$ cat src/rtl/rxb_pkg.sv
package rxb_pkg;

  typedef enum logic [2:0] {
    LS_INIT    = 3'd0,
    LS_LAST    = 3'd1,
    LS_UNARMED = 3'd2,
    LS_ANY     = 3'd3,
    LS_BOUND   = 3'd4
  } link_state_e;

  localparam logic [7:0] FT_BIND  = 8'h01;
  localparam logic [7:0] BIND_KEY = 8'h01;
  localparam logic [7:0] FT_AIL   = 8'h05;
  localparam logic [7:0] FT_ELE   = 8'h06;
  localparam logic [7:0] FT_RUD   = 8'h03;
  localparam logic [7:0] FT_THR   = 8'h02;

  localparam int NUM_STICKS = 4;
  localparam int SK_AIL = 0;
  localparam int SK_ELE = 1;
  localparam int SK_RUD = 2;
  localparam int SK_THR = 3;

endpackage

$ cat src/rtl/rxb_frame_dec.sv
module rxb_frame_dec
  import rxb_pkg::*;
(
  input  logic [7:0]            type_i,
  input  logic [7:0]            val_i,
  output logic                  bcast_o,
  output logic                  ctrl_o,
  output logic [NUM_STICKS-1:0] sel_o
);

  always_comb begin
    sel_o = '0;
    case (type_i)
      FT_AIL:  sel_o[SK_AIL] = 1'b1;
      FT_ELE:  sel_o[SK_ELE] = 1'b1;
      FT_RUD:  sel_o[SK_RUD] = 1'b1;
      FT_THR:  sel_o[SK_THR] = 1'b1;
      default: sel_o = '0;
    endcase
  end

  assign ctrl_o  = |sel_o;
  assign bcast_o = (type_i == FT_BIND) && (val_i == BIND_KEY);

endmodule

$ cat src/rtl/rxb_timeout.sv
module rxb_timeout #(
  parameter int TMO_CYCLES = 200000
) (
  input  logic clk,
  input  logic rst_n,
  input  logic restart_i,
  output logic expire_o
);

  localparam int TW = (TMO_CYCLES > 2) ? $clog2(TMO_CYCLES) : 1;
  localparam logic [TW-1:0] RELOAD = TW'(TMO_CYCLES - 1);

  logic [TW-1:0] cnt_q, cnt_d;

  assign expire_o = (cnt_q == '0);

  always_comb begin
    if (restart_i || expire_o) cnt_d = RELOAD;
    else                       cnt_d = cnt_q - TW'(1);
  end

  always_ff @(posedge clk or negedge rst_n) begin
    if (!rst_n) cnt_q <= RELOAD;
    else        cnt_q <= cnt_d;
  end

endmodule

$ cat src/rtl/rxb_link_fsm.sv
module rxb_link_fsm
  import rxb_pkg::*;
#(
  parameter int NUM_CHAN    = 9,
  parameter int CW          = 4,
  parameter int SW          = 8,
  parameter int LOSS_RELOAD = 3,
  parameter int LOSS_RETRY  = 50
) (
  input  logic          clk,
  input  logic          rst_n,
  input  logic          frame_vld_i,
  input  logic          bcast_i,
  input  logic          ctrl_i,
  input  logic          expire_i,
  input  logic [SW-1:0] stored_chan_i,
  input  logic          wdog_rst_i,
  output link_state_e   state_o,
  output logic [CW-1:0] chan_o,
  output logic          chan_req_o,
  output logic          nv_wr_o,
  output logic          radio_init_o,
  output logic          sig_valid_o,
  output logic          restart_o,
  output logic          upd_en_o,
  output logic          clr_o
);

  localparam int LW = $clog2(LOSS_RETRY + 1);
  localparam logic [CW-1:0] LAST_CH = CW'(NUM_CHAN - 1);
  localparam logic [SW-1:0] LAST_CH_W = SW'(NUM_CHAN - 1);

  link_state_e   state_q, state_d;
  logic [CW-1:0] chan_q, chan_d;
  logic [LW-1:0] loss_q, loss_d;
  logic          valid_q, valid_d;
  logic          req_q, req_d;
  logic          wr_q, wr_d;
  logic          rinit_q, rinit_d;

  logic          accept;
  logic          bind_now;
  logic [CW-1:0] start_ch;
  logic          bound_expire;

  assign start_ch = (stored_chan_i > LAST_CH_W) ? '0 : stored_chan_i[CW-1:0];
  assign upd_en_o = (state_q != LS_INIT);
  assign accept   = upd_en_o && frame_vld_i &&
                    (ctrl_i || (bcast_i && state_q != LS_BOUND));
  assign bind_now = accept && (state_q != LS_BOUND) &&
                    (bcast_i || state_q == LS_ANY);
  assign bound_expire = expire_i && !accept && (state_q == LS_BOUND);
  assign restart_o = (state_q == LS_INIT) ||
                     (accept && (state_q == LS_BOUND || bind_now));
  assign clr_o = bound_expire;

  always_comb begin
    state_d = state_q;
    chan_d  = chan_q;
    loss_d  = loss_q;
    valid_d = valid_q;
    req_d   = 1'b0;
    wr_d    = 1'b0;
    rinit_d = 1'b0;
    if (state_q == LS_INIT) begin
      chan_d = start_ch;
      req_d  = 1'b1;
      loss_d = LW'(LOSS_RELOAD);
      if (wdog_rst_i) begin
        state_d = LS_BOUND;
        wr_d    = ({{(SW-CW){1'b0}}, start_ch} != stored_chan_i);
      end else begin
        state_d = LS_LAST;
      end
    end else if (accept) begin
      valid_d = 1'b1;
      loss_d  = LW'(LOSS_RELOAD);
      if (bind_now) begin
        state_d = LS_BOUND;
        wr_d    = ({{(SW-CW){1'b0}}, chan_q} != stored_chan_i);
      end
    end else if (expire_i) begin
      case (state_q)
        LS_LAST: begin
          state_d = LS_UNARMED;
          chan_d  = '0;
          req_d   = 1'b1;
        end
        LS_UNARMED: begin
          req_d = 1'b1;
          if (chan_q == LAST_CH) begin
            state_d = LS_ANY;
            chan_d  = '0;
          end else begin
            chan_d = chan_q + CW'(1);
          end
        end
        LS_ANY: begin
          req_d  = 1'b1;
          chan_d = (chan_q == LAST_CH) ? '0 : chan_q + CW'(1);
        end
        LS_BOUND: begin
          valid_d = 1'b0;
          if (loss_q == LW'(1)) begin
            rinit_d = 1'b1;
            loss_d  = LW'(LOSS_RETRY);
          end else begin
            loss_d = loss_q - LW'(1);
          end
        end
        default: state_d = state_q;
      endcase
    end
  end

  always_ff @(posedge clk or negedge rst_n) begin
    if (!rst_n) begin
      state_q <= LS_INIT;
      chan_q  <= '0;
      loss_q  <= '0;
      valid_q <= 1'b0;
      req_q   <= 1'b0;
      wr_q    <= 1'b0;
      rinit_q <= 1'b0;
    end else begin
      state_q <= state_d;
      chan_q  <= chan_d;
      loss_q  <= loss_d;
      valid_q <= valid_d;
      req_q   <= req_d;
      wr_q    <= wr_d;
      rinit_q <= rinit_d;
    end
  end

  assign state_o      = state_q;
  assign chan_o       = chan_q;
  assign chan_req_o   = req_q;
  assign nv_wr_o      = wr_q;
  assign radio_init_o = rinit_q;
  assign sig_valid_o  = valid_q;

endmodule

$ cat src/rtl/rx_bind_ctrl.sv
module rx_bind_ctrl
  import rxb_pkg::*;
#(
  parameter int TMO_CYCLES  = 200000,
  parameter int NUM_CHAN    = 9,
  parameter int LOSS_RELOAD = 3,
  parameter int LOSS_RETRY  = 50
) (
  input  logic       clk,
  input  logic       rst_n,
  input  logic       frame_vld_i,
  input  logic [7:0] frame_type_i,
  input  logic [7:0] frame_val_i,
  input  logic [7:0] stored_chan_i,
  input  logic       wdog_rst_i,
  output logic [7:0] ail_o,
  output logic [7:0] ele_o,
  output logic [7:0] rud_o,
  output logic [7:0] thr_o,
  output logic       sig_valid_o,
  output logic [2:0] link_state_o,
  output logic [3:0] chan_o,
  output logic       chan_req_o,
  output logic       nv_wr_o,
  output logic       radio_init_o,
  output logic       tmo_o
);

  localparam int CW = 4;

  logic                  bcast, ctrl;
  logic [NUM_STICKS-1:0] sel;
  logic                  expire, restart, upd_en, clr;
  link_state_e           state;
  logic [7:0]            stick_q [NUM_STICKS];

  rxb_frame_dec u_dec (
    .type_i  (frame_type_i),
    .val_i   (frame_val_i),
    .bcast_o (bcast),
    .ctrl_o  (ctrl),
    .sel_o   (sel)
  );

  rxb_timeout #(.TMO_CYCLES(TMO_CYCLES)) u_tmo (
    .clk       (clk),
    .rst_n     (rst_n),
    .restart_i (restart),
    .expire_o  (expire)
  );

  rxb_link_fsm #(
    .NUM_CHAN    (NUM_CHAN),
    .CW          (CW),
    .SW          (8),
    .LOSS_RELOAD (LOSS_RELOAD),
    .LOSS_RETRY  (LOSS_RETRY)
  ) u_fsm (
    .clk           (clk),
    .rst_n         (rst_n),
    .frame_vld_i   (frame_vld_i),
    .bcast_i       (bcast),
    .ctrl_i        (ctrl),
    .expire_i      (expire),
    .stored_chan_i (stored_chan_i),
    .wdog_rst_i    (wdog_rst_i),
    .state_o       (state),
    .chan_o        (chan_o),
    .chan_req_o    (chan_req_o),
    .nv_wr_o       (nv_wr_o),
    .radio_init_o  (radio_init_o),
    .sig_valid_o   (sig_valid_o),
    .restart_o     (restart),
    .upd_en_o      (upd_en),
    .clr_o         (clr)
  );

  for (genvar gi = 0; gi < NUM_STICKS; gi++) begin : g_stick
    logic       ld;
    logic [7:0] nxt;
    assign ld = clr || (upd_en && frame_vld_i && sel[gi]);
    always_comb begin
      if (clr) nxt = '0;
      else     nxt = frame_val_i;
    end
    always_ff @(posedge clk or negedge rst_n) begin
      if (!rst_n)  stick_q[gi] <= '0;
      else if (ld) stick_q[gi] <= nxt;
    end
  end

  assign ail_o        = stick_q[SK_AIL];
  assign ele_o        = stick_q[SK_ELE];
  assign rud_o        = stick_q[SK_RUD];
  assign thr_o        = stick_q[SK_THR];
  assign link_state_o = state;
  assign tmo_o        = expire;

endmodule

$ cat config.mk
export PLATFORM = sky130hd
export DESIGN_NAME = rx_bind_ctrl
export DESIGN_NICKNAME = d
export VERILOG_FILES = /design/src/rtl/rxb_pkg.sv /design/src/rtl/rxb_frame_dec.sv /design/src/rtl/rxb_timeout.sv /design/src/rtl/rxb_link_fsm.sv /design/src/rtl/rx_bind_ctrl.sv
export SDC_FILE = /design/constraint.sdc
export NUM_CORES = 1
export LEC_CHECK = 0
export ABC_AREA = 1
export BUFFER_PORTS_ARGS = -buffer_cell sky130_fd_sc_hd__buf_2
export CORE_MARGIN = 2
export CORE_UTILIZATION = 58
export CTS_BUF_LIST = sky130_fd_sc_hd__clkbuf_8
export DETAILED_ROUTE_END_ITERATION = 6
export PLACE_DENSITY = 0.83
export SLEW_MARGIN = 20
export SYNTH_ARGS = -nofsm -noshare
export SYNTH_HDL_FRONTEND = slang
export SYNTH_HIERARCHICAL = 1
export SYNTH_SLANG_ARGS = --single-unit
$ cat constraint.sdc
create_clock -name clk -period 3 [get_ports clk]
set_clock_uncertainty 0.2 [all_clocks]
set_input_delay 0.3 -clock clk [delete_from_list [all_inputs] [get_ports clk]]
set_output_delay 0.3 -clock clk [all_outputs]
set_load 0.02 [all_outputs]
## Word-level counts from Yosys, hierarchy flattened

Cells that the tools add are included.

- Bits in registers: 67
- Input bits: 28
- Output and inout port bits: 44
- Logic and storage cells: 115

- Add/subtract/negate cells: 3
- Magnitude comparators: 1
- Equality and inequality tests: 18
- Muxes and demuxes: 40
- Bitwise gates (word level): 1
- Reduce and logical (&&, ||, !) cells: 40

Operators by type and width:

| kind | count |
|---|---|
| $mux 6 | 5 |
| $mux 1 | 20 |
| $mux 4 | 5 |
| $logic_not 18->1 | 1 |
| $mux 18 | 1 |
| $mux 3 | 6 |
| $sub 18x1->18 const B | 1 |
| $eq 8x1->1 const B | 2 |
| $eq 8x2->1 const B | 2 |
| $eq 8x3->1 const B | 2 |
| $ne 4x8->1 | 2 |
| $logic_and 1x1->1 | 13 |
| $reduce_bool 3->1 | 4 |
| $logic_or 1x1->1 | 9 |
| $gt 8x4->1 const B | 1 |
| $mux 8 | 1 |
| $pmux 4 s2 | 1 |
| $eq 3x2->1 const B | 2 |
| $eq 6x1->1 const B | 1 |
| $ne 3x3->1 const B | 2 |
| $pmux 3 s2 | 1 |
| $reduce_and 3->1 | 2 |
| $reduce_bool 2->1 | 3 |
| $sub 6x1->6 const B | 1 |
| 15 further kinds | 15 |

## Longest topological paths before layout

- Depth in word-level cells: 12
- Gate-level depth with buffers: 17
- Gate-level depth less buffers: 16

## Cells and area by module

Netlist, hierarchy kept.

Modules (own cells, without submodules):

| module | times used | cells an instance | area each (µm²) | seq. area each (µm²) |
|---|---|---|---|---|
| rx_bind_ctrl | 1 | 162 | 1,357.6 | 800.8 |
| rxb_link_fsm | 1 | 165 | 1,266.2 | 425.4 |
| rxb_timeout | 1 | 137 | 1,047.3 | 464.2 |
| rxb_frame_dec | 1 | 31 | 138.9 | 0.0 |

## Worst setup path after synthesis

No wires, ideal clock.

- Path kind: reg-to-reg
- From: register u_tmo.cnt_q[0]
- To: register u_fsm.chan_q[0] (netlist: u_fsm/chan_o[0])
- Arrival: 2.388 ns
- Data required time: 2.724 ns
- Path slack: 0.336 ns
- Cell stages (with the launch flop): 13
- Path buffers: 0
- Path through: dfstp_2 > inv_1 > ha_1 > nand2_2 > nor2_8 > nand3_1 > nor3_1 > inv_1 > a21oi_1 > nand2_4 > inv_4 > nand2_1 > o21ai_1

- Cells in the longest elaborated chain, start to end: 3

RTL lines:

| item | line | text |
|---|---|---|
| from (decl) | rxb_timeout.sv:13 | `logic [TW-1:0] cnt_q, cnt_d;` |
| from (signal assigned) | rxb_timeout.sv:24 | `else cnt_q <= cnt_d;` |
| $logic_not 18->1 | rxb_timeout.sv:15 | `assign expire_o = (cnt_q == '0);` |
| named net tmo_o | rx_bind_ctrl.sv:26 | `output logic tmo_o` |
| $reduce_bool 2->1 (no line) | - |  |
| $reduce_and 3->1 (no line) | - |  |
| to (signal assigned) | rxb_link_fsm.sv:127 | `chan_q <= chan_d;` |
| to (decl) | rxb_link_fsm.sv:34 | `logic [CW-1:0] chan_q, chan_d;` |

The timed path passes the listed nets, and every way through them passes these cells.
A chain may end at the register's enable or synchronous reset.

## Final worst setup path

- From: register u_tmo.cnt_q[0]
- To: register stick_q (netlist bit ail_o[3])

- Cells in the longest elaborated chain, start to end: 4
- Elaborated cells between the ends (all ways): 5

RTL lines:

| item | line | text |
|---|---|---|
| $logic_not 18->1 * | rxb_timeout.sv:15 |  |
| $logic_and 1x1->1 * (2 in a row) | rxb_link_fsm.sv:52 | `assign bound_expire = expire_i && !accept && (state_q == LS_BOUND);` |
| named net clr | rx_bind_ctrl.sv:33 | `logic expire, restart, upd_en, clr;` |
| $mux 8 / $logic_or 1x1->1 (equally long branches) | rx_bind_ctrl.sv:83, rx_bind_ctrl.sv:81 |  |
| to (signal, indexed assignment) | rx_bind_ctrl.sv:88 | `else if (ld) stick_q[gi] <= nxt;` |
| to (decl) | rx_bind_ctrl.sv:35 | `logic [7:0] stick_q [NUM_STICKS];` |

The timed path passes the listed nets; every way through them passes the cells marked *.

==> results.txt <==
Die footprint: 0.00723 mm²
H-tree level count: 3
Worst path max stage delay: 370 ps
Critical path launch point type: register
Rel. slew slack: 66.4%
First-pass GRT wire length: 15.5 mm
Port buffer count: 71
Family with the most delay on the worst path: simple AND/OR/NAND/NOR gates
FF-to-FF Start: u_tmo/cnt_q[0]
Pleak: 2.53 nW
Number of hold violations in the final report: 0
Drt wl/cell: 14.2 µm
Core area: 0.00635 mm²
Register area share after synthesis: 44.4%
CP Launch Point: u_tmo/cnt_q[0]
Number of global-route vias before repair: 3425
Nets@finish: 611
All-Layer GR Usage: 27.0%
Starting Density: 60.0%
Mapped Nets: 528
GRT overflow: 0
Buf/Inv on CP: 3
Hold Path Class: input port to register
Mapped Avg Cell Area: 7.70 µm²
Clk slew on worst S/H paths: 70 ps
Clock sink total: 67
Clk root buf: clkbuf_8
Peak Freq: 381 MHz
Critical Path Slowest Stage Cell: dfstp_2
Initial antenna violation count: 0
Crit-path cells: inv_1 > ha_1 > nand2_2 > nor2_8 > nand3_1 > nor3_1 > nand4_1 > inv_1 > buf_4 > nor2_1 > nand2_1 > nand2_1
CP Class: register to register
Starting DRT DRC Count: 239
Share of cells above drive strength 1: 24.9%
Setup repair after global routing missed its margin: false
Max Fanout on Critical Path: 8
Post-synthesis cell type count: 31
DP HPWL: 6.51 mm
R2r endpoint: ail_o[3]
CTS buffer count: 9
Period minus WS final: 2620 ps
Clock latency on the worst-skew pair: 350 ps
Flop2flop setup slack: 380 ps
Final Setup Violations: 0
Num ports: 72
FF-to-FF path depth: 12
Critical path depth in cells: 12
Final Wtd Congestion: 0.845
Yosys reg bits: 67
CP Capture Type: register
Crit path DAT: 2650 ps
Synthesized cell area: 0.00381 mm²
Drt drc: 0
Post-Syn Instances: 495
Total negative setup slack: 0 ps
Area grow syn2layout: 17.7%
Largest net degree at the start of global routing: 33
Worst Path Required: 3030 ps
Fin. max-slew vios: 0
Tcrit/Tclk final: 87.4%
Status: completed
Antenna cell count: 0
Die height: 85.1 µm
Max Cap Viol: 0
Die width: 85.1 µm
Drt pass-1 iters: 5
Via density: 5.44
Site Rows: 29
Worst Max-Slew Pin Slew: 504 ps
CTS tree: yes
VDD IR max: 0.498 mV
YS warnings: 6
Vias: 3591
Clock tree buffer depth: 2
Final ANT Viol Nets: 0
Routed wire length: 9.38 mm
Worst setup endpoint: ail_o[3]
Final core utilization: 70.6%
Fill cells: 488
Power Dens Cells: 714 mW/mm²
## repair_timing
item,CTS,global route
resized for setup,0,2
hold endpoints to repair,18,0
buffers inserted,0,3
endpoints found under the setup margin,0,32
hold buffers,1,0
## worst min-delay path: cells and delay by family
kind	cells	cell delay (ps)
buffers and inverters	2	150
and+or+nand+nor	3	190
## synth_stat cells, drive strengths merged
master / count / area share [%]
nand2: 166 / 18
nor2: 77 / 9.9
nand3: 65 / 8.9
inv: 59 / 5.9
dfrtp: 56 / 37
o21ai: 12 / 1.6
dfstp: 11 / 7.6
nand4: 10 / 1.6
xnor2: 8 / 1.8
buf: 7 / 1.7
ha: 5 / 1.6
xor2: 5 / 1.1
a21oi: 4 / 0.53
o2111ai: 3 / 0.69
o211ai: 2 / 0.89
or2: 2 / 0.33
a21o: 1 / 0.20
nor3: 1 / 0.13
o31ai: 1 / 0.20
## state kept, by name, summed over array words and instances (netlist names), 3 cells and up
register and cells:
u_fsm/loss_q 6, u_fsm/state_o 3, ele_o 8, ail_o 8, u_tmo/cnt_q 18, rud_o 8
thr_o 8, u_fsm/chan_o 4
## metrics by stage
stage | worst slack (ps) | cell area (µm²) | hold WS (ps) | cells | total power [mW]
after floorplan | 336 | 3810 | -196 | 495 | 2.08
after CTS | 269 | 4440 | 116 | 656 | 3.20
after detailed placement | 286 | 4220 | 95.7 | 639 | 2.39
after global placement | 390 | 4220 | 88.0 | 639 | 2.34
final | 378 | 4480 | 123 | 660 | 3.20
after global routing | 96.2 | 4480 | 145 | 660 | 3.41
## final cells by class
| cell class | instances | area (µm²) | area share (%) |
|---|---|---|---|
| Timing Repair inverter | 1 | 7.51 | 0.167 |
| Clock inverter | 7 | 85.1 | 1.90 |
| Inverter | 59 | 230 | 5.13 |
| Clock buffer | 9 | 124 | 2.76 |
| Tap cell | 77 | 96.3 | 2.15 |
| Timing Repair Buffer | 78 | 423 | 9.43 |
| Multi-Input combinational cell | 362 | 1830 | 40.8 |
| Sequential cell | 67 | 1690 | 37.7 |
## metal layers
layer | up-vias | track usage, % | wire [µm]
met3 | 21 | 6.52 | 605
met5 | - | 0 | 0
li1 | 1724 | - | -
met1 | 1699 | 34.8 | 4000
met2 | 147 | 43.8 | 4560
met4 | 0 | 11.1 | 214
## power breakdown
group	internal, mW	switching (mW)	leakage, nW	total [mW]
registers	1.07	0.139	0.878	1.21
clock network	0.459	0.352	0.112	0.811
logic	0.393	0.791	1.54	1.18
## cell usage in the layout (no fill, tap or decap), types with 8 or more instances in the layout
master    count
nor2_2       15
nand2_4       9
buf_2        71
nand2_1     152
clkbuf_8      9
nor2_1       59
inv_1        56
dfstp_2      11
o21ai_0      10
nand3_1      64
xnor2_1       8
nand4_1      10
dfrtp_1      56
## kinds of logic after synthesis
family | count (synthesis) | share of synthesized area, %
DFF | 67 | 44.4
xor gates and xnor gates | 13 | 2.99
adders and majority gates | 5 | 1.64
buffers and inverters | 66 | 7.65
and+or+nand+nor | 321 | 39.3
AOI/OAI and AO/OA | 23 | 4.07
## worst min path at each step
| stage | from | to | slack [ps] | cells after the start |
|---|---|---|---|---|
| after floorplan | rst_n | ail_o[0] | -200 | 0 |
| after global placement | rst_n | u_tmo/cnt_q[6] | 90 | 1 |
| after detailed placement | rst_n | u_tmo/cnt_q[6] | 100 | 1 |
| after CTS | frame_val_i[7] | ail_o[7] | 120 | 5 |
| after global routing | frame_val_i[7] | ail_o[7] | 140 | 5 |
| final | frame_val_i[7] | ail_o[7] | 120 | 5 |
No activity file was read; power rests on OpenSTA's default activity.
